$ cat config.mk
export PLATFORM = sky130hd
export DESIGN_NAME = half_block_queue
export DESIGN_NICKNAME = d
export VERILOG_FILES = /design/src/rtl/half_block_queue.sv
export SDC_FILE = /design/constraint.sdc
export NUM_CORES = 1
export LEC_CHECK = 0
export ABC_AREA = 1
export BUFFER_PORTS_ARGS = -buffer_cell sky130_fd_sc_hd__buf_4
export CORE_ASPECT_RATIO = 0.75
export CORE_MARGIN = 2
export CORE_UTILIZATION = 35
export CTS_CLUSTER_DIAMETER = 120
export DETAILED_ROUTE_END_ITERATION = 7
export GPL_TIMING_DRIVEN = 0
export SLEW_MARGIN = 5
export SYNTH_ARGS = -nofsm -noshare
export SYNTH_HDL_FRONTEND = slang
export SYNTH_SLANG_ARGS = --single-unit
$ cat constraint.sdc
create_clock -name clk -period 1.48 [get_ports clk]
set_clock_uncertainty 0.2 [all_clocks]
set_input_delay 0.296 -clock clk [delete_from_list [all_inputs] [get_ports clk]]
set_output_delay 0.296 -clock clk [all_outputs]
set_load 0.02 [all_outputs]
$ cat src/rtl/half_block_queue.sv
module half_block_queue #(
  parameter int HANDLE_W  = 8,
  parameter int BLOCK_LEN = 128
) (
  input  logic                         clk,
  input  logic                         rst_n,
  input  logic                         push_valid,
  input  logic [HANDLE_W-1:0]          push_handle,
  input  logic                         serve,
  output logic                         rsp_valid,
  output logic                         rsp_silence,
  output logic [HANDLE_W-1:0]          rsp_handle,
  output logic [$clog2(BLOCK_LEN)-1:0] rsp_offset,
  output logic                         rel_valid,
  output logic [HANDLE_W-1:0]          rel_handle
);
  localparam int OFS_W = $clog2(BLOCK_LEN);
  localparam logic [OFS_W-1:0] HALF = OFS_W'(BLOCK_LEN / 2);

  logic                cur_v, nxt_v, half;
  logic [HANDLE_W-1:0] cur_h, nxt_h;

  // state after the push has been applied
  logic                p_cv, p_nv, p_half, evict;
  logic [HANDLE_W-1:0] p_ch, p_nh;
  // state after the service has been applied
  logic                s_cv, s_nv, s_half, retire;
  logic [HANDLE_W-1:0] s_ch, s_nh;

  always_comb begin
    p_cv = cur_v; p_ch = cur_h; p_nv = nxt_v; p_nh = nxt_h; p_half = half; evict = 1'b0;
    if (push_valid) begin
      if (!cur_v) begin
        p_cv = 1'b1; p_ch = push_handle; p_half = 1'b0;
      end else if (!nxt_v) begin
        p_nv = 1'b1; p_nh = push_handle;
      end else begin
        evict = 1'b1; p_ch = nxt_h; p_nh = push_handle; p_half = 1'b0;
      end
    end
    s_cv = p_cv; s_ch = p_ch; s_nv = p_nv; s_nh = p_nh; s_half = p_half; retire = 1'b0;
    if (serve && p_cv) begin
      if (p_half) begin
        retire = 1'b1;
        s_cv = p_nv; s_ch = p_nh; s_nv = 1'b0; s_nh = '0; s_half = 1'b0;
      end else begin
        s_half = 1'b1;
      end
    end
  end

  always_ff @(posedge clk) begin
    if (!rst_n) begin
      cur_v <= 1'b0; nxt_v <= 1'b0; half <= 1'b0;
      cur_h <= '0;   nxt_h <= '0;
      rsp_valid <= 1'b0; rsp_silence <= 1'b0; rsp_handle <= '0; rsp_offset <= '0;
      rel_valid <= 1'b0; rel_handle <= '0;
    end else begin
      cur_v <= s_cv; cur_h <= s_ch; nxt_v <= s_nv; nxt_h <= s_nh; half <= s_half;
      rsp_valid   <= serve;
      rsp_silence <= serve && !p_cv;
      rsp_handle  <= (serve && p_cv) ? p_ch : '0;
      rsp_offset  <= (serve && p_cv && p_half) ? HALF : '0;
      rel_valid   <= evict || retire;
      rel_handle  <= evict ? cur_h : (retire ? p_ch : '0);
    end
  end

  assert_offset_legal_R3: assert property (@(posedge clk) disable iff (!rst_n)
    rsp_valid |-> (rsp_offset == '0 || rsp_offset == HALF));

  assert_silence_no_release_R2: assert property (@(posedge clk) disable iff (!rst_n)
    (rsp_valid && rsp_silence) |-> (!rel_valid && rsp_handle == '0 && rsp_offset == '0));

  assert_second_half_release_R4: assert property (@(posedge clk) disable iff (!rst_n)
    (rsp_valid && !rsp_silence && rsp_offset == HALF) |-> (rel_valid && rel_handle == rsp_handle));

  assert_fill_empty_R5: assert property (@(posedge clk) disable iff (!rst_n)
    (push_valid && !cur_v && !serve) |=> (cur_v && cur_h == $past(push_handle) && !half));

  assert_queue_next_R6: assert property (@(posedge clk) disable iff (!rst_n)
    (push_valid && cur_v && !nxt_v && !serve) |=>
      (nxt_v && nxt_h == $past(push_handle) && half == $past(half)));

  assert_evict_oldest_R7: assert property (@(posedge clk) disable iff (!rst_n)
    (push_valid && cur_v && nxt_v) |=> (rel_valid && rel_handle == $past(cur_h)));

endmodule

Yosys cells after proc, flatten, opt, wreduce, memory -nomap -nowiden
Cells that the tools add are included.
- memory bits (writable): 0
- bits in latches: 0
- memories kept: 0
- memory bits (read-only): 0
- flip-flop bits (word level): 45
- bitwise logic cells: 0
- equality and inequality tests: 0
- $lt $le $gt $ge: 0
- reduce and logical (&&, ||, !) cells: 6
- $mul: 0
- add/sub/neg operators: 0
- multiplexer cells: 29
- div/mod/pow operators: 0
- shift operators: 0
- operator list (cell ; count):
    2-to-1 mux 8 bit ; 11
    2-to-1 mux 1 bit ; 17
    2-to-1 mux 7 bit ; 1
    logical AND 1 bit ; 3
    AND reduction 2 bit ; 1
    zero test 1 bit ; 1
    logical OR 1 bit ; 1

Longest topological paths before layout
Gate-level depths: netlist of the first run.
- depth after elaboration: 7
- depth in mapped cells: 11
- depth with buffers taken out: 10

Worst setup path before layout of the first run
OpenSTA, ideal clock, no wires.
- path type: register -> register
- start point: register nxt_v
- end point: register rel_handle[0]
- data required time: 1.222 ns
- arrival: 1.240 ns
- path slack: -0.019 ns
- library setup time: 0.058 ns
- path buffers: 1
- cell stages (with the launch flop): 12
- period minus slack after synthesis: 1.499 ns
- cell sequence: dfxtp_1 buf_4 inv_2 nand2_1 nand2_2 nand2_1 inv_1 ha_1 nand3_1 inv_1 nand2_1 nand2_1
- word-level cells in the longest chain between the ends: 7
- elaborated cells on any way between the ends: 13
- those cells by class: mux (13)
- RTL lines (what ; RTL line ; RTL):
    start: declaration ; 20 ; logic cur_v, nxt_v, half;
    start signal: assignment ; 59 ; cur_v <= s_cv; cur_h <= s_ch; nxt_v <= s_nv; nxt_h <= s_nh; half <= s_half;
    2-to-1 mux 1 bit ; 35 ; end else if (!nxt_v) begin
    2-to-1 mux 1 bit ; 33 ; if (!cur_v) begin
    2-to-1 mux 1 bit ; 32 ; if (push_valid) begin
    2-to-1 mux 1 bit ; 43 ; if (p_half) begin
    2-to-1 mux 1 bit ; 42 ; if (serve && p_cv) begin
    2-to-1 mux 8 bit ; 65 ; rel_handle <= evict ? cur_h : (retire ? p_ch : '0);
    2-to-1 mux 8 bit * ; 65 ;
    end signal: assignment ; 65 ;
    end: declaration ; 15 ; output logic [HANDLE_W-1:0] rel_handle
Mark *: on every way between the ends. The rest lies on a longest branch, timed or not.
A chain may end at the register's enable or synchronous reset.

Final worst setup path of the first run
Ends and elaborated chain as after synthesis.

==> results.yml, run 1 <==
outcome:
  status: "complete, but fails checks"
  failing_checks: "negative hold slack"
route:
  drcViolationCount: 0
  route.antenna.remaining_nets: 0
  route.detailed.wl_per_inst_um: 11.0
  detailroute.via_count: 1506
  drt_pre_antenna_iters: 5
  finalWirelength_um: 3810
  vias_per_cell: 4.34
  dr.first_iter.drc_count: 76
synth:
  adder_cell_fraction_of_synth_area: 0.0146
  yosysWarningCount: 0
  synth_top_family_by_area: "simple AND/OR/NAND/NOR gates"
  synth.avg_cell_area_um2: 7.15
  netlist-cell-type-count: 21
  yosys-top-cells-area: "sky130_fd_sc_hd__dfxtp_1 (46%), sky130_fd_sc_hd__nand2_1 (15%), sky130_fd_sc_hd__inv_1 (7.9%)"
  synthXorXnorAreaFrac: 0
  yosysTopAreaCell: "sky130_fd_sc_hd__dfxtp_1"
  post-synth-top-area-fraction: 0.455
  flops_latches_synth: 39
  synth_compound_gate_area_share: 0.0708
  synth.area.mux_share: 0
  synth-seq-area-share: 0.455
  post_synthesis_instance_total: 240
  post_synthesis_cell_area_um2: 1720
  area_share_of_and_or_nand_nor_cells_after_synthesis: 0.314
pwr:
  report.power.total_uw: 2420
  seqPwrFrac: 0.469
  p_per_area_nw_per_um2: 1080
  power.switching_fraction: 0.256
  comb_power_share: 0.150
  power_leakage_uw: 0.00126
  power_frac_clock: 0.381
  vdd.ir_drop.worst_v: 0.000480
  cellInternalPower_uw: 1800
  switching_power_uw: 618
finish:
  multi_input_area_um2: 762
  num-fill-cells: 492
  layout-area-overhead-vs-synth_pct: 30.9
  final_core_utilization: 0.466
  num_antenna_cells: 0
  layout-drive-gt1-share: 0.272
  instances_no_fill: 347
  regArea_um2: 786
  final_net_count: 300
clock_tree:
  cts_sinks: 39
  max-clock-path-buffers: 2
  clock-root-buffer: "sky130_fd_sc_hd__clkbuf_8"
  number_of_buffers_created_by_cts: 5
  clkLatencyLatePin_ns: 0.29
  cts_max_level: 2
  cts_hold_repair.buffers: 0
  clock_transition_at_the_register_clock_pins_on_the_worst_setup_and_hold_paths_after_cts_ns: 0.08
  tritoncts: "yes"
floorplan:
  io_pins: 38
  placement_rows: 22
  die_height_um: 64.6
  die_w_um: 84.8
  core-area_um2: 4820
  fp.dieArea_um2: 5480
  initial_core_util: 0.356
global_route:
  pin_count_of_the_biggest_net_entering_global_routing: 13
  number_of_antenna_violations_at_the_first_check_in_global_routing: 0
  first_global_vias: 1311
  wire_length_of_the_first_global_routing_pass_um: 6020
  global_route.usage.total: 0.142
  grt.overflow.total: 0
critical_path:
  critical_path_buf_inv_count: 3
  worstSetupStartpointType: "flop"
  worst_path_largest_cell_delay_ns: 0.38
  worst-endpoint-arrival_ns: 1.43
  critPathKind: "flop to flop"
  worstPathRequired_ns: 1.47
  path_delay_family: "simple AND/OR/NAND/NOR gates"
  crit_path_top_delay_cell: "sky130_fd_sc_hd__dfxtp_4"
  crit_chain: "inv_2, nand2_2, nand2_4, nand2_2, inv_2, ha_2, nand3_2, clkinv_4, nand2_1, nand2_1"
  cp-end-kind: "flop"
  crit_path_max_fanout: 8
sta:
  slew_violations: 0
  worst_hold_slack_ns: -0.00195
  timing_hold_violations_final: 1
  rsz0062_at_grt: "true"
  final.min_clock_period_ns: 1.43
  period_share: 0.969
  max_freq_ghz: 0.697
  timing.final.setup_violations: 0
placement:
  gp_congestion: 0.813
  place.detailed.hpwl_um: 2560
  placed_cells_incl_taps: 335
  number_of_port_buffers: 30
run:
  max_cap_violations: 0
hold_path:
  timing.hold.worst.class: "input port to flop"
[placed cells by master (no fill, tap or decap), types with 4 or more instances in the layout]
master | synthesis | routed
sky130_fd_sc_hd__nand2_1 | 68 | 64
sky130_fd_sc_hd__buf_4 | 7 | 41
sky130_fd_sc_hd__dfxtp_1 | 39 | 37
sky130_fd_sc_hd__inv_1 | 36 | 34
sky130_fd_sc_hd__nor2_1 | 27 | 22
sky130_fd_sc_hd__nand3_1 | 17 | 15
sky130_fd_sc_hd__a21oi_1 | 11 | 11
sky130_fd_sc_hd__o21ai_0 | 9 | 7
sky130_fd_sc_hd__or2_1 | 7 | 7
sky130_fd_sc_hd__conb_1 | 1 | 6
sky130_fd_sc_hd__clkbuf_8 | 0 | 6
sky130_fd_sc_hd__nor2_2 | 1 | 4
sky130_fd_sc_hd__nand2_2 | 1 | 4
sky130_fd_sc_hd__buf_6 | 4 | 4
sky130_fd_sc_hd__o21ai_1 | 3 | 4
[state kept, by name (all words and copies together) (netlist names), 8 cells and up]
| register | count |
|---|---|
| rsp_handle | 8 |
| cur_h | 8 |
| nxt_h | 8 |
| rel_handle | 8 |
[through the flow]
step | setup slack, ns | setup TNS [ns] | hold WS [ns] | area, µm²
2_1_floorplan | 0.0220 | 0 | 0.201 | 1730
3_3_place_gp | -0.311 | -4.73 | 0.236 | 2030
3_5_place_dp | -0.298 | -4.85 | 0.236 | 2030
4_1_cts | 0.00463 | 0 | 0.00130 | 2180
5_1_grt | -0.0545 | -0.508 | 0.00676 | 2250
6_report | 0.0458 | 0 | -0.00195 | 2250
[synthesized netlist by cell type]
cell type                 number
sky130_fd_sc_hd__a21oi_1      11
sky130_fd_sc_hd__a31oi_1       1
sky130_fd_sc_hd__buf_2         1
sky130_fd_sc_hd__buf_4         7
sky130_fd_sc_hd__buf_6         4
sky130_fd_sc_hd__conb_1        1
sky130_fd_sc_hd__dfxtp_1      39
sky130_fd_sc_hd__ha_1          2
sky130_fd_sc_hd__inv_1        36
sky130_fd_sc_hd__inv_2         2
sky130_fd_sc_hd__nand2_1      68
sky130_fd_sc_hd__nand2_2       1
sky130_fd_sc_hd__nand2_4       1
sky130_fd_sc_hd__nand2_8       1
sky130_fd_sc_hd__nand3_1      17
sky130_fd_sc_hd__nand3_2       1
sky130_fd_sc_hd__nor2_1       27
sky130_fd_sc_hd__nor2_2        1
sky130_fd_sc_hd__o21ai_0       9
sky130_fd_sc_hd__o21ai_1       3
sky130_fd_sc_hd__or2_1         7
[layer usage]
metal  part of all wire  GRT usage  vias up
li1                   -          -      809
met1               0.49      0.187      659
met2               0.45      0.225       30
met3              0.041     0.0369        8
met4              0.016     0.0536        0
met5                  0          0        -
[final cells by class]
type / count / area share
plain buffers: 11 / 0.0423
clock buffers: 6 / 0.0368
clock inverters: 2 / 0.0156
inverters: 38 / 0.0657
multi-input cells: 156 / 0.339
flip-flops and latches: 39 / 0.350
well taps: 60 / 0.0334
repair buffers: 35 / 0.117
[power groups by stage]
stage / Sequential (µW) / Combinational (µW) / Clock, µW
after floorplan: 1170 / 224 / 0
after global placement: 1150 / 332 / 0
after detailed placement: 1150 / 333 / 0
after CTS: 1130 / 337 / 940
after global routing: 1140 / 407 / 977
final: 1130 / 363 / 920
[final timing paths]
path | from | end | slack (ns) | depth (start not counted)
max reg2reg | nxt_v$_SDFF_PN0_ | rel_handle[0]$_SDFF_PN0_ | 0.05 | 10
min | serve | cur_v$_SDFF_PN0_ | -0.002 | 2
max | nxt_v$_SDFF_PN0_ | rel_handle[0]$_SDFF_PN0_ | 0.05 | 10
min reg2reg | cur_h[4]$_SDFF_PN0_ | rel_handle[4]$_SDFF_PN0_ | 0.25 | 2
[cells by family after synthesis]
family	Yosys count
AO/OA/AOI/OAI	24
flip-flops	39
other	1
AND/OR/NAND/NOR	124
buffers and inverters	50
adder cells (fa/ha/maj)	2
[repair_timing]
item,4_1_cts,5_1_grt
pin swaps,3,2
resized for setup,9,15
endpoints found under the setup margin,27,25
buffers inserted,1,4
(Power assumes the default switching activity.)
==> run 2, diff against run 1 <==
--- a/config.mk
+++ b/config.mk
@@ -13,6 +13,7 @@
 export CTS_CLUSTER_DIAMETER = 120
 export DETAILED_ROUTE_END_ITERATION = 7
 export GPL_TIMING_DRIVEN = 0
+export REMOVE_ABC_BUFFERS = 1
 export SLEW_MARGIN = 5
 export SYNTH_ARGS = -nofsm -noshare
 export SYNTH_HDL_FRONTEND = slang
==> results.yml, run 2 (same netlist as run 1, synthesis figures left out) <==
global_route:
  first_global_vias: 1300
  number_of_antenna_violations_at_the_first_check_in_global_routing: 0
  pin_count_of_the_biggest_net_entering_global_routing: 13
  global_route.usage.total: 0.145
  grt.overflow.total: 0
  wire_length_of_the_first_global_routing_pass_um: 6170
sta:
  max_freq_ghz: 0.674
  timing.final.setup_violations: 1
  period_share: 1.00
  final.min_clock_period_ns: 1.48
  setup_slack_ns: -0.00367
  rsz0062_at_grt: "true"
  timing_hold_violations_final: 0
  worst_hold_slack_ns: 0.0590
  slew_violations: 0
pwr:
  power_leakage_uw: 0.00121
  power.switching_fraction: 0.278
  cellInternalPower_uw: 1580
  comb_power_share: 0.163
  vdd.ir_drop.worst_v: 0.000472
  power_frac_clock: 0.316
  report.power.total_uw: 2180
  p_per_area_nw_per_um2: 989
  switching_power_uw: 607
  seqPwrFrac: 0.520
hold_path:
  hold_depth: 3
  whs_endpoint: "rsp_valid$_SDFF_PN0_"
  timing.hold.worst.start: "serve"
  timing.hold.worst.class: "input port to flop"
finish:
  layout-drive-gt1-share: 0.258
  final_net_count: 296
  final_core_utilization: 0.458
  regArea_um2: 788
  layout.cells.most_common: "sky130_fd_sc_hd__nand2_1"
  num-fill-cells: 477
  instances_no_fill: 343
  final_cell_mix: "sky130_fd_sc_hd__nand2_1 (63), sky130_fd_sc_hd__buf_4 (40), sky130_fd_sc_hd__dfxtp_1 (37), sky130_fd_sc_hd__inv_1 (33), sky130_fd_sc_hd__nor2_1 (22)"
  multi_input_area_um2: 790
  layout-area-overhead-vs-synth_pct: 28.7
  num_antenna_cells: 0
floorplan:
  core-area_um2: 4820
  initial_core_util: 0.356
  die_height_um: 64.6
  placement_rows: 22
  die_w_um: 84.8
  fp.dieArea_um2: 5480
  io_pins: 38
route:
  route.antenna.remaining_nets: 0
  dr.first_iter.drc_count: 58
  finalWirelength_um: 3670
  vias_per_cell: 4.29
  drcViolationCount: 0
  detailroute.via_count: 1471
  route.detailed.wl_per_inst_um: 10.7
  drt_pre_antenna_iters: 4
clock_tree:
  clock-root-buffer: "sky130_fd_sc_hd__clkbuf_8"
  max-clock-path-buffers: 2
  clock_transition_at_the_register_clock_pins_on_the_worst_setup_and_hold_paths_after_cts_ns: 0.08
  tritoncts: "yes"
  cts_sinks: 39
  number_of_buffers_created_by_cts: 5
  clkLatencyLatePin_ns: 0.29
  cts_max_level: 2
critical_path:
  worst-endpoint-arrival_ns: 1.47
  worstPathRequired_ns: 1.47
  path_delay_family: "flip-flops"
  critPathKind: "flop to flop"
  r2r_start: "cur_v$_SDFF_PN0_"
  worst_r2r_dst: "cur_h[4]$_SDFF_PN0_"
  reg2reg_depth: 6
  critical_path_buf_inv_count: 2
  worst_path_largest_cell_delay_ns: 0.39
  crit_chain: "nand2_4, inv_1, o21ai_0, nand2_1, nand2_1, inv_1"
  crit_path_top_delay_cell: "sky130_fd_sc_hd__dfxtp_4"
  cp-end-kind: "flop"
  worstSetupStartpointType: "flop"
  crit_path_max_fanout: 12
  timing.critical_path.from: "cur_v$_SDFF_PN0_"
  minimum_setup_slack_among_reg_to_reg_paths_ns: -0.004
run:
  max_cap_violations: 0
placement:
  place.detailed.hpwl_um: 2460
  pre_cts_slack_ns: -0.601
  gp_congestion: 0.814
  number_of_port_buffers: 31
  placed_cells_incl_taps: 324
outcome:
  status: "complete, but fails checks"
  failing_checks: "negative setup slack"
## run 2: final cells by class
cell class / count / area share
clock buffers: 7 / 0.0346
clock inverters: 1 / 0.00227
inverters: 38 / 0.0686
multi-input cells: 156 / 0.358
flip-flops and latches: 39 / 0.357
well taps: 60 / 0.0340
repair buffers: 42 / 0.146
## run 2: what timing repair did
item	in CTS	in global routing
hold buffers	1	0
gates resized for setup	18	15
pin swaps	3	1
setup endpoints to repair	37	24
buffers inserted	8	2
hold endpoints to repair	1	0
## run 2: power groups by stage
stage               clock network [µW]  registers, µW  logic [µW]
floorplan                            0           1170         181
global placement                     0           1160         293
detailed placement                   0           1160         294
CTS                                704           1140         337
global route                       766           1140         401
finish                             691           1140         356
## run 2: how the worst max path moves through the flow
stage                               end  slack, ns  cells after the start
2_1_floorplan       nxt_h[0]$_SDFF_PN0_      -0.21                      6
3_3_place_gp        nxt_h[4]$_SDFF_PN0_      -0.57                      6
4_1_cts        rel_handle[3]$_SDFF_PN0_      -0.01                      9
3_5_place_dp        nxt_h[4]$_SDFF_PN0_      -0.60                      6
6_report            cur_h[4]$_SDFF_PN0_     -0.004                      6
5_1_grt             cur_h[4]$_SDFF_PN0_      -0.07                      6
## run 2: routing by layer
layer,global-route usage,vias to the layer above,routed length [µm]
li1,-,797,-
met3,0.0344,6,172
met4,0.0417,0,44
met1,0.201,637,1880
met2,0.225,31,1580
met5,0,-,0
## run 2: worst register-to-register path: stages, from the launching register on
cell and delay [ns]:
sky130_fd_sc_hd__dfxtp_4 0.39, sky130_fd_sc_hd__nand2_4 0.14, sky130_fd_sc_hd__inv_1 0.14, sky130_fd_sc_hd__o21ai_0 0.30, sky130_fd_sc_hd__nand2_1 0.11, sky130_fd_sc_hd__nand2_1 0.07
sky130_fd_sc_hd__inv_1 0.03
## run 2: stage by stage
stage | TNS (ns) | instance area (µm²)
after floorplan | -3.69 | 1630
after global placement | -13.32 | 1940
after detailed placement | -13.88 | 1940
after CTS | -0.0401 | 2150
after global routing | -0.907 | 2210
final | -0.00367 | 2210
==> run 3, diff against run 2 <==
--- a/config.mk
+++ b/config.mk
@@ -9,10 +9,11 @@
 export BUFFER_PORTS_ARGS = -buffer_cell sky130_fd_sc_hd__buf_4
 export CORE_ASPECT_RATIO = 0.75
 export CORE_MARGIN = 2
-export CORE_UTILIZATION = 35
+export CORE_UTILIZATION = 42
 export CTS_CLUSTER_DIAMETER = 120
 export DETAILED_ROUTE_END_ITERATION = 7
 export GPL_TIMING_DRIVEN = 0
+export PLACE_DENSITY = 0.67
 export REMOVE_ABC_BUFFERS = 1
 export SLEW_MARGIN = 5
 export SYNTH_ARGS = -nofsm -noshare
==> results.yml, run 3 (same netlist as run 1, synthesis figures left out) <==
sta:
  max_freq_ghz: 0.681
  timing.final.setup_violations: 0
  slew_violations: 0
  timing.setup.tns_ns: 0
  period_share: 0.992
  worst_hold_slack_ns: 0.0529
  setup_slack_ns: 0.0116
  timing_hold_violations_final: 0
  final.min_clock_period_ns: 1.47
  rsz0062_at_grt: "true"
global_route:
  grt.overflow.total: 0
  pin_count_of_the_biggest_net_entering_global_routing: 13
  number_of_antenna_violations_at_the_first_check_in_global_routing: 0
  wire_length_of_the_first_global_routing_pass_um: 6560
  global_route.usage.total: 0.188
  first_global_vias: 1417
pwr:
  power_frac_clock: 0.321
  switching_power_uw: 598
  comb_power_share: 0.164
  seqPwrFrac: 0.515
  power_leakage_uw: 0.00122
  p_per_area_nw_per_um2: 997
  power.switching_fraction: 0.270
  cellInternalPower_uw: 1610
  vdd.ir_drop.worst_v: 0.000389
critical_path:
  cp-end-kind: "flop"
  critical_path_buf_inv_count: 3
  timing.critical_path.depth: 7
  worstSetupStartpointType: "flop"
  worst-endpoint-arrival_ns: 1.46
  crit_path_top_delay_cell: "sky130_fd_sc_hd__dfxtp_4"
  path_delay_family: "flip-flops"
  worst_path_most_repeated_cell: "sky130_fd_sc_hd__nand2_4"
  critPathKind: "flop to flop"
  crit_path_max_fanout: 8
  worstPathRequired_ns: 1.47
  worst_path_largest_cell_delay_ns: 0.44
  crit_chain: "nand2_4, nand2_4, buf_4, nand3_4, inv_2, or2_1, inv_1"
  reg2reg_depth: 7
route:
  drcViolationCount: 0
  detailroute.via_count: 1519
  route.detailed.wl_per_inst_um: 11.2
  finalWirelength_um: 3780
  dr.first_iter.drc_count: 103
  route.antenna.remaining_nets: 0
  vias_per_cell: 4.51
  drt_pre_antenna_iters: 4
outcome:
  status: "completed"
finish:
  layout-area-overhead-vs-synth_pct: 29.4
  final_net_count: 296
  layout.cells.most_common: "sky130_fd_sc_hd__nand2_1"
  num-fill-cells: 369
  final_cell_mix: "sky130_fd_sc_hd__nand2_1 (63), sky130_fd_sc_hd__buf_4 (40), sky130_fd_sc_hd__dfxtp_1 (37), sky130_fd_sc_hd__inv_1 (32), sky130_fd_sc_hd__nor2_1 (23)"
  layout-drive-gt1-share: 0.266
  final_core_utilization: 0.558
  num_antenna_cells: 0
placement:
  number_of_port_buffers: 31
  gp_congestion: 0.807
  pre_cts_slack_ns: -0.596
  place.detailed.hpwl_um: 2500
clock_tree:
  max-clock-path-buffers: 2
  cts_max_level: 2
  clkLatencyLatePin_ns: 0.29
  number_of_buffers_created_by_cts: 5
  cts_sinks: 39
  clock_transition_at_the_register_clock_pins_on_the_worst_setup_and_hold_paths_after_cts_ns: 0.07
  clock-root-buffer: "sky130_fd_sc_hd__clkbuf_8"
  tritoncts: "yes"
floorplan:
  die_height_um: 59.3
  placement_rows: 20
  fp.dieArea_um2: 4620
  io_pins: 38
  initial_core_util: 0.431
  core-area_um2: 3980
  die_w_um: 77.8
hold_path:
  hold_depth: 3
  timing.hold.worst.class: "input port to flop"
run:
  max_cap_violations: 0
run 3: area by class of cell:
cell class	instances	area [µm²]	area share
clock buffers	6	82.6	0.0372
clock inverters	1	5.00	0.00225
inverters	38	151	0.0682
multi-input cells	156	793	0.357
flip-flops and latches	39	788	0.355
well taps	55	68.8	0.0310
repair buffers	42	330	0.149
run 3: worst min-delay path: stages:
cell                      delay (ns)
sky130_fd_sc_hd__buf_4          0.09
sky130_fd_sc_hd__nand2_1        0.08
sky130_fd_sc_hd__inv_1          0.05
run 3: metal layers:
| metal | up-vias | GRT usage | part of all wire |
|---|---|---|---|
| met5 | - | 0 | 0 |
| met4 | 0 | 0.0842 | 0.015 |
| met3 | 6 | 0.0564 | 0.058 |
| met2 | 37 | 0.291 | 0.44 |
| met1 | 677 | 0.245 | 0.49 |
| li1 | 799 | - | - |
run 3: power groups by stage:
stage | Combinational (µW) | Sequential [µW] | Clock, µW
global placement | 290 | 1160 | 0
detailed placement | 294 | 1160 | 0
floorplan | 181 | 1170 | 0
CTS | 345 | 1130 | 729
global route | 406 | 1150 | 785
finish | 363 | 1140 | 709
run 3: per-stage QoR:
step | instance area, µm² | std cells | power (µW)
3_3_place_gp | 1930 | 319 | 1450
4_1_cts | 2170 | 337 | 2210
6_report | 2220 | 337 | 2210
2_1_floorplan | 1630 | 233 | 1350
3_5_place_dp | 1930 | 319 | 1460
5_1_grt | 2220 | 337 | 2340
run 3: what timing repair did:
action / 4_1_cts / 5_1_grt
setup endpoints to repair: 37 / 24
gates cloned: 0 / 0
hold buffers: 1 / 0
buffers inserted: 10 / 1
endpoints found under the hold margin: 1 / 0
gates resized for setup: 17 / 18
pin swaps: 3 / 5
run 3: worst paths after layout:
path	slack [ns]	startpoint	end
worst max-delay path	0.01	cur_v$_SDFF_PN0_	nxt_h[4]$_SDFF_PN0_
worst min-delay path	0.05	serve	rsp_valid$_SDFF_PN0_
worst max register to register	0.01	cur_v$_SDFF_PN0_	nxt_h[4]$_SDFF_PN0_
worst min register to register	0.25	cur_h[2]$_SDFF_PN0_	rel_handle[2]$_SDFF_PN0_
